**config.mk**
```make
export PLATFORM = sky130hd
export DESIGN_NAME = pkey_perm_eval
export DESIGN_NICKNAME = d
export VERILOG_FILES = /design/src/rtl/perm_pkg.sv /design/src/rtl/page_perm_calc.sv /design/src/rtl/key_perm_calc.sv /design/src/rtl/access_decider.sv /design/src/rtl/pkey_perm_eval.sv
export SDC_FILE = /design/constraint.sdc
export NUM_CORES = 1
export LEC_CHECK = 0
export ABC_AREA = 1
export BUFFER_PORTS_ARGS = -buffer_cell sky130_fd_sc_hd__buf_4
export CAP_MARGIN = 20
export CELL_PAD_IN_SITES_DETAIL_PLACEMENT = 1
export CELL_PAD_IN_SITES_GLOBAL_PLACEMENT = 1
export CORE_ASPECT_RATIO = 0.9
export CORE_MARGIN = 5
export CORE_UTILIZATION = 27
export CTS_BUF_LIST = sky130_fd_sc_hd__clkbuf_8
export DETAILED_ROUTE_END_ITERATION = 8
export GPL_TIMING_DRIVEN = 0
export PLACE_DENSITY_LB_ADDON = 0.1
export SETUP_SLACK_MARGIN = 0.3
export SYNTH_ARGS = -nofsm -noshare
export SYNTH_HDL_FRONTEND = slang
export SYNTH_HIERARCHICAL = 1
export SYNTH_SLANG_ARGS = --single-unit
```
**constraint.sdc**
```tcl
create_clock -name clk -period 2.4 [get_ports clk]
set_input_delay 0.6 -clock clk [delete_from_list [all_inputs] [get_ports clk]]
set_output_delay 0.6 -clock clk [all_outputs]
set_load 0.03 [all_outputs]
```
**src/rtl/perm_pkg.sv**
```systemverilog
package perm_pkg;

    typedef enum logic [1:0] {
        ACC_LOAD  = 2'd0,
        ACC_STORE = 2'd1,
        ACC_FETCH = 2'd2,
        ACC_ALT   = 2'd3
    } acc_e;

    // bit0 read, bit1 write, bit2 execute
    typedef struct packed {
        logic ex;
        logic wr;
        logic rd;
    } perm_t;

    typedef struct packed {
        perm_t perm;
        logic  allowed;
        logic  fault_key;
        logic  fault_prot;
    } verdict_t;

    localparam perm_t PERM_NONE = '{ex: 1'b0, wr: 1'b0, rd: 1'b0};
    localparam perm_t PERM_ALL  = '{ex: 1'b1, wr: 1'b1, rd: 1'b1};

    function automatic perm_t acc_mask(input logic [1:0] acc);
        perm_t m;
        m = PERM_NONE;
        case (acc)
            ACC_LOAD:  m.rd = 1'b1;
            ACC_STORE: m.wr = 1'b1;
            default:   m.ex = 1'b1;
        endcase
        return m;
    endfunction

    function automatic logic is_fetch(input logic [1:0] acc);
        return acc[1];
    endfunction

endpackage

```
**src/rtl/page_perm_calc.sv**
```systemverilog
module page_perm_calc
    import perm_pkg::*;
(
    input  logic  attr_user,
    input  logic  attr_write,
    input  logic  attr_nx,
    input  logic  is_user,
    input  logic  rd_prevent,
    input  logic  ex_prevent,
    input  logic  wp_en,
    output perm_t page_perm,
    output logic  user_viol
);
    logic sup;
    logic rd_ok;

    always_comb begin
        sup          = ~is_user;
        user_viol    = is_user & ~attr_user;
        rd_ok        = ~(sup & rd_prevent & attr_user);
        page_perm.rd = rd_ok;
        page_perm.wr = rd_ok & (attr_write | (sup & ~wp_en));
        page_perm.ex = ~attr_nx & (is_user | ~(ex_prevent & attr_user));
    end
endmodule

```
**src/rtl/key_perm_calc.sv**
```systemverilog
module key_perm_calc
    import perm_pkg::*;
#(
    parameter int NKEYS = 16,
    localparam int KEY_W = $clog2(NKEYS),
    localparam int REG_W = 2 * NKEYS
) (
    input  logic [KEY_W-1:0] pkey,
    input  logic             attr_user,
    input  logic             is_user,
    input  logic             wp_en,
    input  logic             ukey_en,
    input  logic             skey_en,
    input  logic [REG_W-1:0] ukey_reg,
    input  logic [REG_W-1:0] skey_reg,
    output perm_t            key_perm,
    output logic             key_active
);
    logic [REG_W-1:0] sel_reg;
    logic [NKEYS-1:0] ad_bits;
    logic [NKEYS-1:0] wd_bits;
    logic             ad;
    logic             wd;

    always_comb begin
        if (attr_user) sel_reg = ukey_en ? ukey_reg : '0;
        else           sel_reg = skey_en ? skey_reg : '0;
    end

    for (genvar k = 0; k < NKEYS; k++) begin : g_split
        assign ad_bits[k] = sel_reg[2*k];
        assign wd_bits[k] = sel_reg[2*k+1];
    end

    always_comb begin
        key_active = |sel_reg;
        ad         = ad_bits[pkey];
        wd         = wd_bits[pkey];
        key_perm   = PERM_ALL;
        if (ad) begin
            key_perm.rd = 1'b0;
            key_perm.wr = 1'b0;
        end else if (wd && (is_user || wp_en)) begin
            key_perm.wr = 1'b0;
        end
    end
endmodule

```
**src/rtl/access_decider.sv**
```systemverilog
module access_decider
    import perm_pkg::*;
(
    input  perm_t      page_perm,
    input  perm_t      key_perm,
    input  logic       key_active,
    input  logic       user_viol,
    input  logic [1:0] acc_type,
    output verdict_t   verdict
);
    perm_t req;
    perm_t merged;
    logic  key_deny;
    logic  hit;

    always_comb begin
        req      = acc_mask(acc_type);
        merged   = page_perm & key_perm;
        key_deny = key_active & ~is_fetch(acc_type) & ~|(key_perm & req);
        hit      = |(merged & req);
        verdict  = '0;
        if (user_viol) begin
            verdict.perm       = PERM_NONE;
            verdict.fault_prot = 1'b1;
        end else if (key_deny) begin
            verdict.perm      = merged;
            verdict.fault_key = 1'b1;
        end else begin
            verdict.perm       = merged;
            verdict.allowed    = hit;
            verdict.fault_prot = ~hit;
        end
    end
endmodule

```
**src/rtl/pkey_perm_eval.sv**
```systemverilog
module pkey_perm_eval
    import perm_pkg::*;
#(
    parameter int NKEYS = 16,
    localparam int KEY_W = $clog2(NKEYS),
    localparam int REG_W = 2 * NKEYS
) (
    input  logic             clk,
    input  logic             rst,
    input  logic             req_valid,
    input  logic             attr_user,
    input  logic             attr_write,
    input  logic             attr_nx,
    input  logic [KEY_W-1:0] pkey,
    input  logic             is_user,
    input  logic [1:0]       acc_type,
    input  logic             rd_prevent,
    input  logic             ex_prevent,
    input  logic             wp_en,
    input  logic             ukey_en,
    input  logic             skey_en,
    input  logic [REG_W-1:0] ukey_reg,
    input  logic [REG_W-1:0] skey_reg,
    output logic             rsp_valid,
    output logic             perm_rd,
    output logic             perm_wr,
    output logic             perm_ex,
    output logic             allowed,
    output logic             fault_key,
    output logic             fault_prot
);
    perm_t    page_perm;
    perm_t    key_perm;
    logic     user_viol;
    logic     key_active;
    verdict_t verdict;
    verdict_t verdict_q;
    logic     valid_q;

    page_perm_calc u_page (
        .attr_user (attr_user),
        .attr_write(attr_write),
        .attr_nx   (attr_nx),
        .is_user   (is_user),
        .rd_prevent(rd_prevent),
        .ex_prevent(ex_prevent),
        .wp_en     (wp_en),
        .page_perm (page_perm),
        .user_viol (user_viol)
    );

    key_perm_calc #(.NKEYS(NKEYS)) u_key (
        .pkey      (pkey),
        .attr_user (attr_user),
        .is_user   (is_user),
        .wp_en     (wp_en),
        .ukey_en   (ukey_en),
        .skey_en   (skey_en),
        .ukey_reg  (ukey_reg),
        .skey_reg  (skey_reg),
        .key_perm  (key_perm),
        .key_active(key_active)
    );

    access_decider u_dec (
        .page_perm (page_perm),
        .key_perm  (key_perm),
        .key_active(key_active),
        .user_viol (user_viol),
        .acc_type  (acc_type),
        .verdict   (verdict)
    );

    always_ff @(posedge clk) begin
        if (rst) begin
            valid_q   <= 1'b0;
            verdict_q <= '0;
        end else begin
            valid_q   <= req_valid;
            verdict_q <= req_valid ? verdict : '0;
        end
    end

    assign rsp_valid  = valid_q;
    assign perm_rd    = verdict_q.perm.rd;
    assign perm_wr    = verdict_q.perm.wr;
    assign perm_ex    = verdict_q.perm.ex;
    assign allowed    = verdict_q.allowed;
    assign fault_key  = verdict_q.fault_key;
    assign fault_prot = verdict_q.fault_prot;
endmodule

```
==> results of run 1 <==
cell usage after synthesis:
cell type / number
o21bai_1: 1
buf_4: 9
buf_2: 5
nand3_2: 2
o211ai_1: 2
dfxtp_1: 7
nand3_1: 59
a221oi_2: 2
nand2_2: 2
inv_6: 1
clkbuf_1: 1
nand2_1: 167
nor2_1: 17
inv_1: 17
buf_6: 4
nor2_2: 2
or2_2: 1
a221oi_1: 6
conb_1: 1
inv_2: 3
power groups by stage:
stage,Combinational (mW),Sequential [mW],Clock [mW]
floorplan,0.208,0.136,0
global placement,0.384,0.125,0
detailed placement,0.390,0.125,0
CTS,0.428,0.123,0.163
global route,0.491,0.124,0.173
finish,0.444,0.123,0.159
critical path, delay by kind of cell:
kind / cells / cell delay (ps)
buffers and inverters: 6 / 550
AO/OA/AOI/OAI: 1 / 140
AND/OR/NAND/NOR: 12 / 900
area by class of cell:
type	instances	area, um^2	share of cell area [%]
plain buffers	19	156.4	6.225
clock buffers	3	41.29	1.643
clock inverters	1	3.754	0.1494
inverters	21	91.34	3.635
multi-input cells	262	1234	49.10
flip-flops and latches	7	140.1	5.578
well taps	67	83.83	3.337
repair buffers	94	762.0	30.33
logic make-up (layout without fill, tap and decap cells):
group	after synthesis	after routing	share of synthesized area, %
simple gates	250	250	68.63
other cells	1	1	0.2481
buf+inv	40	138	14.90
compound gates	11	11	6.954
flops	7	7	9.271
worst max path at each step:
stage	from	to	slack, ps	cells past startpoint
3_3_place_gp	pkey[1]	fault_prot	-7	14
6_report	attr_user	fault_prot	320	19
3_5_place_dp	pkey[1]	fault_prot	-10	14
2_1_floorplan	pkey[0]	fault_prot	460	16
4_1_cts	attr_user	fault_prot	300	20
5_1_grt	attr_user	fault_prot	110	18
sequential cells by signal (all words and copies together) (netlist names):
register	count
allowed	1
perm_rd	1
perm_ex	1
fault_prot	1
fault_key	1
perm_wr	1
rsp_valid	1
what timing repair did:
item | 4_1_cts | 5_1_grt
setup buffers | 6 | 0
cloned | 2 | 0
pin swaps | 17 | 9
hold endpoints to repair | 0 | 0
setup endpoints to repair | 3 | 4
resized for setup | 19 | 14
metrics by stage:
step	util [%]	cell area, um^2	setup slack (ps)	std cells	TNS, ps
2_1_floorplan	-	1511	464.0	309	0
3_3_place_gp	41.89	2241	-6.858	462	-6.858
3_5_place_dp	41.89	2241	-13.52	462	-13.52
4_1_cts	45.94	2457	300.9	474	0
5_1_grt	46.97	2512	114.0	474	0
6_report	46.97	2512	317.0	474	0
metal layers:
layer | wire length [um] | global-route usage [%] | part of all wire [%] | up-vias
li1 | - | - | - | 1177
met1 | 3250 | 26.33 | 45 | 1042
met2 | 3472 | 36.05 | 48 | 71
met3 | 444 | 2.637 | 6.2 | 4
met4 | 37 | 2.417 | 0.51 | 0
met5 | 0 | 0 | 0 | -
==> impl_metrics.ini, run 1 <==
[outcome]
status = finished clean

[global_routing]
grt.overflow.total = 0
grtUsageTotal_pct = 20.15
antenna_found_initial = 0
grt_pass1_vias = 2462
grt_pass1_wl_um = 11450
grt_max_degree = 11

[die]
die_w_um = 88.87
dieHeight_um = 80.98
die_area_um2 = 7196
io_pins = 89
start_util_pct = 28.26
core_um2 = 5349
num_rows = 25

[synth]
yosys.cell_types.count = 20
yosysWarnings = 6
synth.avg_cell_area_um2 = 4.891
synth_sequential_area_ratio_pct = 9.272
netlist_instances = 309
synth_nets = 391
syn_area_um2 = 1511
synth_largest_area_cell = nand2_1
synth_area_leaders = nand2_1, nand3_1, dfxtp_1
ys_ff_latch = 7
netlist.area_leader.share_pct = 41.47

[power]
p_clk_share_pct = 21.9
power.total_mw = 0.7265
power.switching_mw = 0.2822
power.internal_mw = 0.4444
vdd_ir_drop_max_v = 0.0002183
seqPwrFrac_pct = 17.0
sw_frac_of_total_pct = 38.84
power_leakage_nw = 1.405
power.density_nw_per_um2 = 289.2
share_comb_of_total_power_pct = 61.2

[placement]
gp_congestion = 0.8906
hpwl_um = 5572
portBuffers = 86

[routing]
first_pass_iters = 4
drcViolationCount = 0
viasPerCell = 4.840
drt-initial-drc-count = 94
ant_nets = 0
drt-total-wl_um = 7204
wire_per_inst_um = 15.20
vias = 2294

[hold_path]
hp-class = primary input to flop
hold_depth = 3
holdPathEnd = rsp_valid
hp-start = req_valid

[critical_path]
endpoint_kind = flop
max_stage_delay_ps = 140
path_common_cell = nand3_1
start_kind = primary input
crit_type = primary input to flop
cp.arrival_ps = 2200
cpMaxStageDelayCell = o21bai_1
worst-path-max-fanout = 7
worstPathCellList = buf_6 > buf_8 > inv_12 > buf_8 > nand2_1 > nand3_1 > nand3_1 > nand3_1 > nand3_1 > nand3_1 > nand2_2 > inv_2 > nand2_2 > o21bai_1 > nand2_1 > nand2_2 > nor2_2 > inv_1 > nor2_1
critical_path_required_ps = 2520

[cts]
clkSlewWorstSetupHoldPaths_ps = 40
cts_buffers = 3
cts_max_path_buffers = 2
ctsHtreeMaxLevel = 1
clock-sinks = 7
cts_hold_buffers = 0
cts_tree = yes
cts-root-buf = clkbuf_8

[timing]
clock.fmax_ghz = 0.4801
layout_worst_path_cycle_share_pct = 86.79
rsz0062_at_grt = yes
layout_min_cycle_time_ps = 2083
setup_viol = 0
whs_ps = 660.6
final-hold-violation-count = 0
final_max_slew_viol_count = 0

[flow_run]
drv_cap = 0

[finish]
layout_commonest_cell = nand2_1
drive_gt1_share_pct = 36.61
final_cell_mix = nand2_1, buf_4, nand3_1, inv_1, nor2_1
area.growth.synth_to_final_pct = 66.23
nNetsFinal = 490
fill_cells = 800
antennaDiodeCount = 0
(Power assumes the default switching activity.)
==> run 2, diff against run 1 <==
- CORE_UTILIZATION: 27 -> 29
- clock period: 2.4 -> 2.55 ns (I/O delays scaled with it)
==> run 2 against run 1 <==
Sequential power shrank 6%. Critical path depth is the same. Worst hold slack gained 19 ps. Non-clock buffer count shrank 5. Setup slack gained 92 ps. Largest cell class unchanged. Largest power group unchanged. Global-route usage shrank 0.10 points. Via count shrank 1.5%. Wire length shrank 2.2%.
==> impl_metrics.ini, run 2 (synthesis results as in run 1) <==
[timing]
final-hold-violation-count = 0
layout_worst_path_cycle_share_pct = 83.96
layout_min_cycle_time_ps = 2141
rsz0062_at_grt = no
whs_ps = 679.7
clock.fmax_ghz = 0.4671
final_max_slew_viol_count = 0
setup_viol = 0
setup_ws_ps = 408.9
totalNegativeSetupSlack_ps = 0

[die]
io_pins = 89
die_area_um2 = 6758
core_um2 = 5161
start_util_pct = 29.28
die_w_um = 86.10
num_rows = 25
dieHeight_um = 78.49

[critical_path]
start_kind = primary input
critical_path_required_ps = 2670
worstPathCellList = buf_4 > buf_8 > clkinv_8 > clkbuf_16 > nand2_1 > nand3_1 > nand3_1 > nand3_1 > nand3_1 > nand3_1 > nand2_2 > inv_2 > nand2_2 > o21bai_1 > nand2_1 > nand2_2 > nor2_2 > inv_1 > nor2_1
cpMaxStageDelayCell = buf_8
cp.arrival_ps = 2260
critPathBufInv = 6
max_stage_delay_ps = 140
crit_type = primary input to flop
path_common_cell = nand3_1
worst-path-max-fanout = 8
crit_family = simple AND/OR/NAND/NOR gates
endpoint_kind = flop

[finish]
final_cell_mix = nand2_1, buf_4, nand3_1, inv_1, nor2_1
drive_gt1_share_pct = 35.57
fill_cells = 754
layout_commonest_cell = nand2_1
seqCellArea_um2 = 140.1
area.growth.synth_to_final_pct = 63.91
post-route-util_pct = 48.00
antennaDiodeCount = 0
multiInputGateArea_um2 = 1227
nNetsFinal = 485

[placement]
portBuffers = 86
gp_congestion = 0.8624
hpwl_um = 5363
place_ws_ps = 142.6

[global_routing]
grtUsageTotal_pct = 20.05
grt_pass1_wl_um = 10920
grt_pass1_vias = 2381
grt.overflow.total = 0
grt_max_degree = 11
antenna_found_initial = 0

[power]
share_comb_of_total_power_pct = 60.2
vdd_ir_drop_max_v = 0.0002492
power.switching_mw = 0.2658
seqPwrFrac_pct = 17.2
power.density_nw_per_um2 = 273.0
p_clk_share_pct = 22.6
power.internal_mw = 0.4105
power_leakage_nw = 1.386
sw_frac_of_total_pct = 39.31
power.total_mw = 0.6763

[flow_run]
drv_cap = 0

[cts]
ctsHtreeMaxLevel = 1
cts_tree = yes
clock-sinks = 7
cts_buffers = 3
clkSlewWorstSetupHoldPaths_ps = 40
cts-root-buf = clkbuf_8
cts_max_path_buffers = 2
cts_hold_buffers = 0

[routing]
wire_per_inst_um = 15.02
drt-initial-drc-count = 100
drcViolationCount = 0
drt-total-wl_um = 7046
vias = 2259
first_pass_iters = 4
ant_nets = 0
viasPerCell = 4.817

[hold_path]
hp-class = primary input to flop

[outcome]
status = finished clean
## run 2: cell count changes in the layout (fill, tap and decap cells not counted), sizes merged
| cell | previous run | this run |
|---|---|---|
| buf | 111 | 104 |
| clkbuf | 5 | 7 |
| clkinv | 0 | 1 |
| inv | 22 | 21 |
## run 2: worst paths after layout
check	from	to	slack (ps)	cells after the start
min	req_valid	rsp_valid	680	3
max	attr_user	fault_prot	410	19
## run 2: repair_timing
| action | in CTS | in global routing |
|---|---|---|
| buffers inserted | 0 | 0 |
| gates resized for setup | 0 | 30 |
| endpoints found under the hold margin | 0 | 0 |
| setup endpoints to repair | 0 | 3 |
## run 2: metal layers
layer | track usage [%] | wire length, um
met4 | 6.013 | 149
met2 | 33.59 | 3441
met3 | 2.518 | 376
met1 | 26.56 | 3078
met5 | 0 | 0
## run 2: area by class of cell
cell class / count / area share (%)
Buffer: 19 / 6.818
Clock buffer: 3 / 1.667
Clock inverter: 1 / 0.1515
Inverter: 21 / 3.687
Multi-Input combinational cell: 262 / 49.55
Sequential cell: 7 / 5.657
Tap cell: 67 / 3.384
Timing Repair Buffer: 89 / 29.09
## run 2: power by group through the flow
| stage | registers (mW) | clock network (mW) | logic (mW) |
|---|---|---|---|
| finish | 0.116 | 0.153 | 0.407 |
| global route | 0.116 | 0.164 | 0.452 |
| CTS | 0.116 | 0.158 | 0.367 |
| detailed placement | 0.118 | 0 | 0.366 |
| global placement | 0.118 | 0 | 0.361 |
| floorplan | 0.128 | 0 | 0.196 |
## run 2: metrics by stage
stage | instances | area (um^2)
final | 469 | 2477
after global routing | 469 | 2477
after CTS | 466 | 2286
after detailed placement | 462 | 2241
after global placement | 462 | 2241
after floorplan | 309 | 1511
==> run 3, diff against run 2 <==
- CORE_UTILIZATION: 29 -> 25
- clock period: 2.55 -> 1.8 ns (I/O delays scaled with it)
==> run 3 against run 2 <==
Clock power grew 39%. The run now ends with setup timing left. Die area is 14% higher. Setup slack lost 510 ps. Global-route usage decreased by 1.7 points. Combinational power rose by 54%. Worst hold slack lost 180 ps. Sequential share of layout area down 0.37 points. Design area increased by 7.0%.
==> impl_metrics.ini, run 3 (synthesis results as in run 1) <==
[timing]
totalNegativeSetupSlack_ps = -125.2
setup_ws_ps = -96.21
layout_min_cycle_time_ps = 1896
final_max_slew_viol_count = 0
final-hold-violation-count = 0
setup_viol = 3
layout_worst_path_cycle_share_pct = 105.3
whs_ps = 496.1
clock.fmax_ghz = 0.5274
rsz0062_at_grt = yes

[placement]
gp_congestion = 0.8554
dpl_cell_area_um2 = 2337
portBuffers = 86
hpwl_um = 5448
placed_cells = 465

[power]
power_leakage_nw = 1.439
vdd_ir_drop_max_v = 0.0001958
power.total_mw = 1.004
power.density_nw_per_um2 = 378.7

[critical_path]
cp.arrival_ps = 2060
crit_type = primary input to flop
start_kind = primary input
endpoint_kind = flop
critical_path_required_ps = 1970
worst-path-max-fanout = 7

[global_routing]
grtUsageTotal_pct = 18.40
grt_pass1_vias = 2435
grt_pass1_wl_um = 11650
antenna_found_initial = 0
grt_max_degree = 11
grt.overflow.total = 0

[cts]
clkSlewWorstSetupHoldPaths_ps = 40
clock-sinks = 7
cts_tree = yes
cts_max_path_buffers = 2
ctsHtreeMaxLevel = 1
cts-root-buf = clkbuf_8
cts_buffers = 3

[die]
core_um2 = 5791
io_pins = 89
die_area_um2 = 7703
dieHeight_um = 83.77
start_util_pct = 26.10
die_w_um = 91.96
num_rows = 26

[flow_run]
drv_cap = 0

[routing]
drt-initial-drc-count = 89
viasPerCell = 4.813
wire_per_inst_um = 15.10
first_pass_iters = 4
dr_wl_met3_um = 467
wl_met1_um = 3128
drcViolationCount = 0
ant_nets = 0
wl_met2_um = 3498
vias = 2286
drt-total-wl_um = 7174
topRoutingLayerUsed = met4

[finish]
stdcell_count = 475
final_area_um2 = 2651
antennaDiodeCount = 0
fill_cells = 810
area.growth.synth_to_final_pct = 75.41
final_cell_mix = nand2_1, buf_4, nand3_1, nand2_2, nand3_2
drive_gt1_share_pct = 42.22
layout_commonest_cell = nand2_1
nNetsFinal = 488

[outcome]
violations = setup timing
status = complete, but fails checks

[hold_path]
hp-start = req_valid
hold_depth = 3
hp-class = primary input to flop
holdPathEnd = rsp_valid
run 3: cell types whose count changed in the layout (fill, tap and decap cells not counted), moves of 3 or more:
cell,previous run,this run
nand2_1,164,148
nand2_2,5,19
nand3_1,52,43
nand3_2,9,18
buf_16,0,3
buf_2,5,2
clkbuf_16,3,0
run 3: repair_timing:
item                       CTS  global route
pin swaps                    9             7
hold buffers                 0             0
setup buffers                2             1
gates resized for setup     36             7
cloned                       3             0
setup endpoints to repair    5             5
hold endpoints to repair     0             0
run 3: final cells by class:
class,count,area [um^2],share of cell area [%]
multi-input combinational,262,1328,50.07
timing repair buffer,92,762.0,28.74
buffer,19,193.9,7.315
sequential,7,140.1,5.286
inverter,21,95.09,3.587
tap,70,87.58,3.303
clock buffer,3,41.29,1.557
clock inverter,1,3.754,0.1416
run 3: critical path: stages:
cell,delay [ps]
buf_8,100
buf_12,140
inv_16,90
buf_8,120
nand2_1,60
nand2_1,80
nand2_1,80
a221oi_2,170
nand2_1,100
nor2_1,140
nand2_1,70
inv_1,60
nor2_1,40
nand3_2,70
nor2_4,50
nor2_2,110
inv_1,40
nor2_1,80
run 3: per-layer routing:
metal | vias up | global-route usage (%)
li1 | 1177 | -
met1 | 1024 | 23.83
met5 | - | 0
met4 | 0 | 3.644
met2 | 77 | 32.10
met3 | 8 | 2.885
run 3: power breakdown:
part / internal [mW] / switching [mW]
clock network: 0.147 / 0.0655
registers: 0.163 / 0.00151
logic: 0.300 / 0.327
total: 0.610 / 0.394
run 3: metrics by stage:
stage / util (%) / setup slack (ps)
2_1_floorplan: - / 28.44
3_3_place_gp: 40.36 / -407.2
3_5_place_dp: 40.36 / -417.6
4_1_cts: 45.18 / -72.14
5_1_grt: 45.79 / -260.6
6_report: 45.79 / -96.21
run 3: how the worst max path moves through the flow:
stage,startpoint,to,slack (ps),depth (start not counted)
finish,attr_user,fault_prot,-100,18
global route,attr_user,fault_prot,-260,19
CTS,attr_user,fault_prot,-70,18
detailed placement,pkey[1],fault_prot,-420,14
global placement,pkey[1],fault_prot,-410,14
floorplan,attr_user,fault_prot,30,18
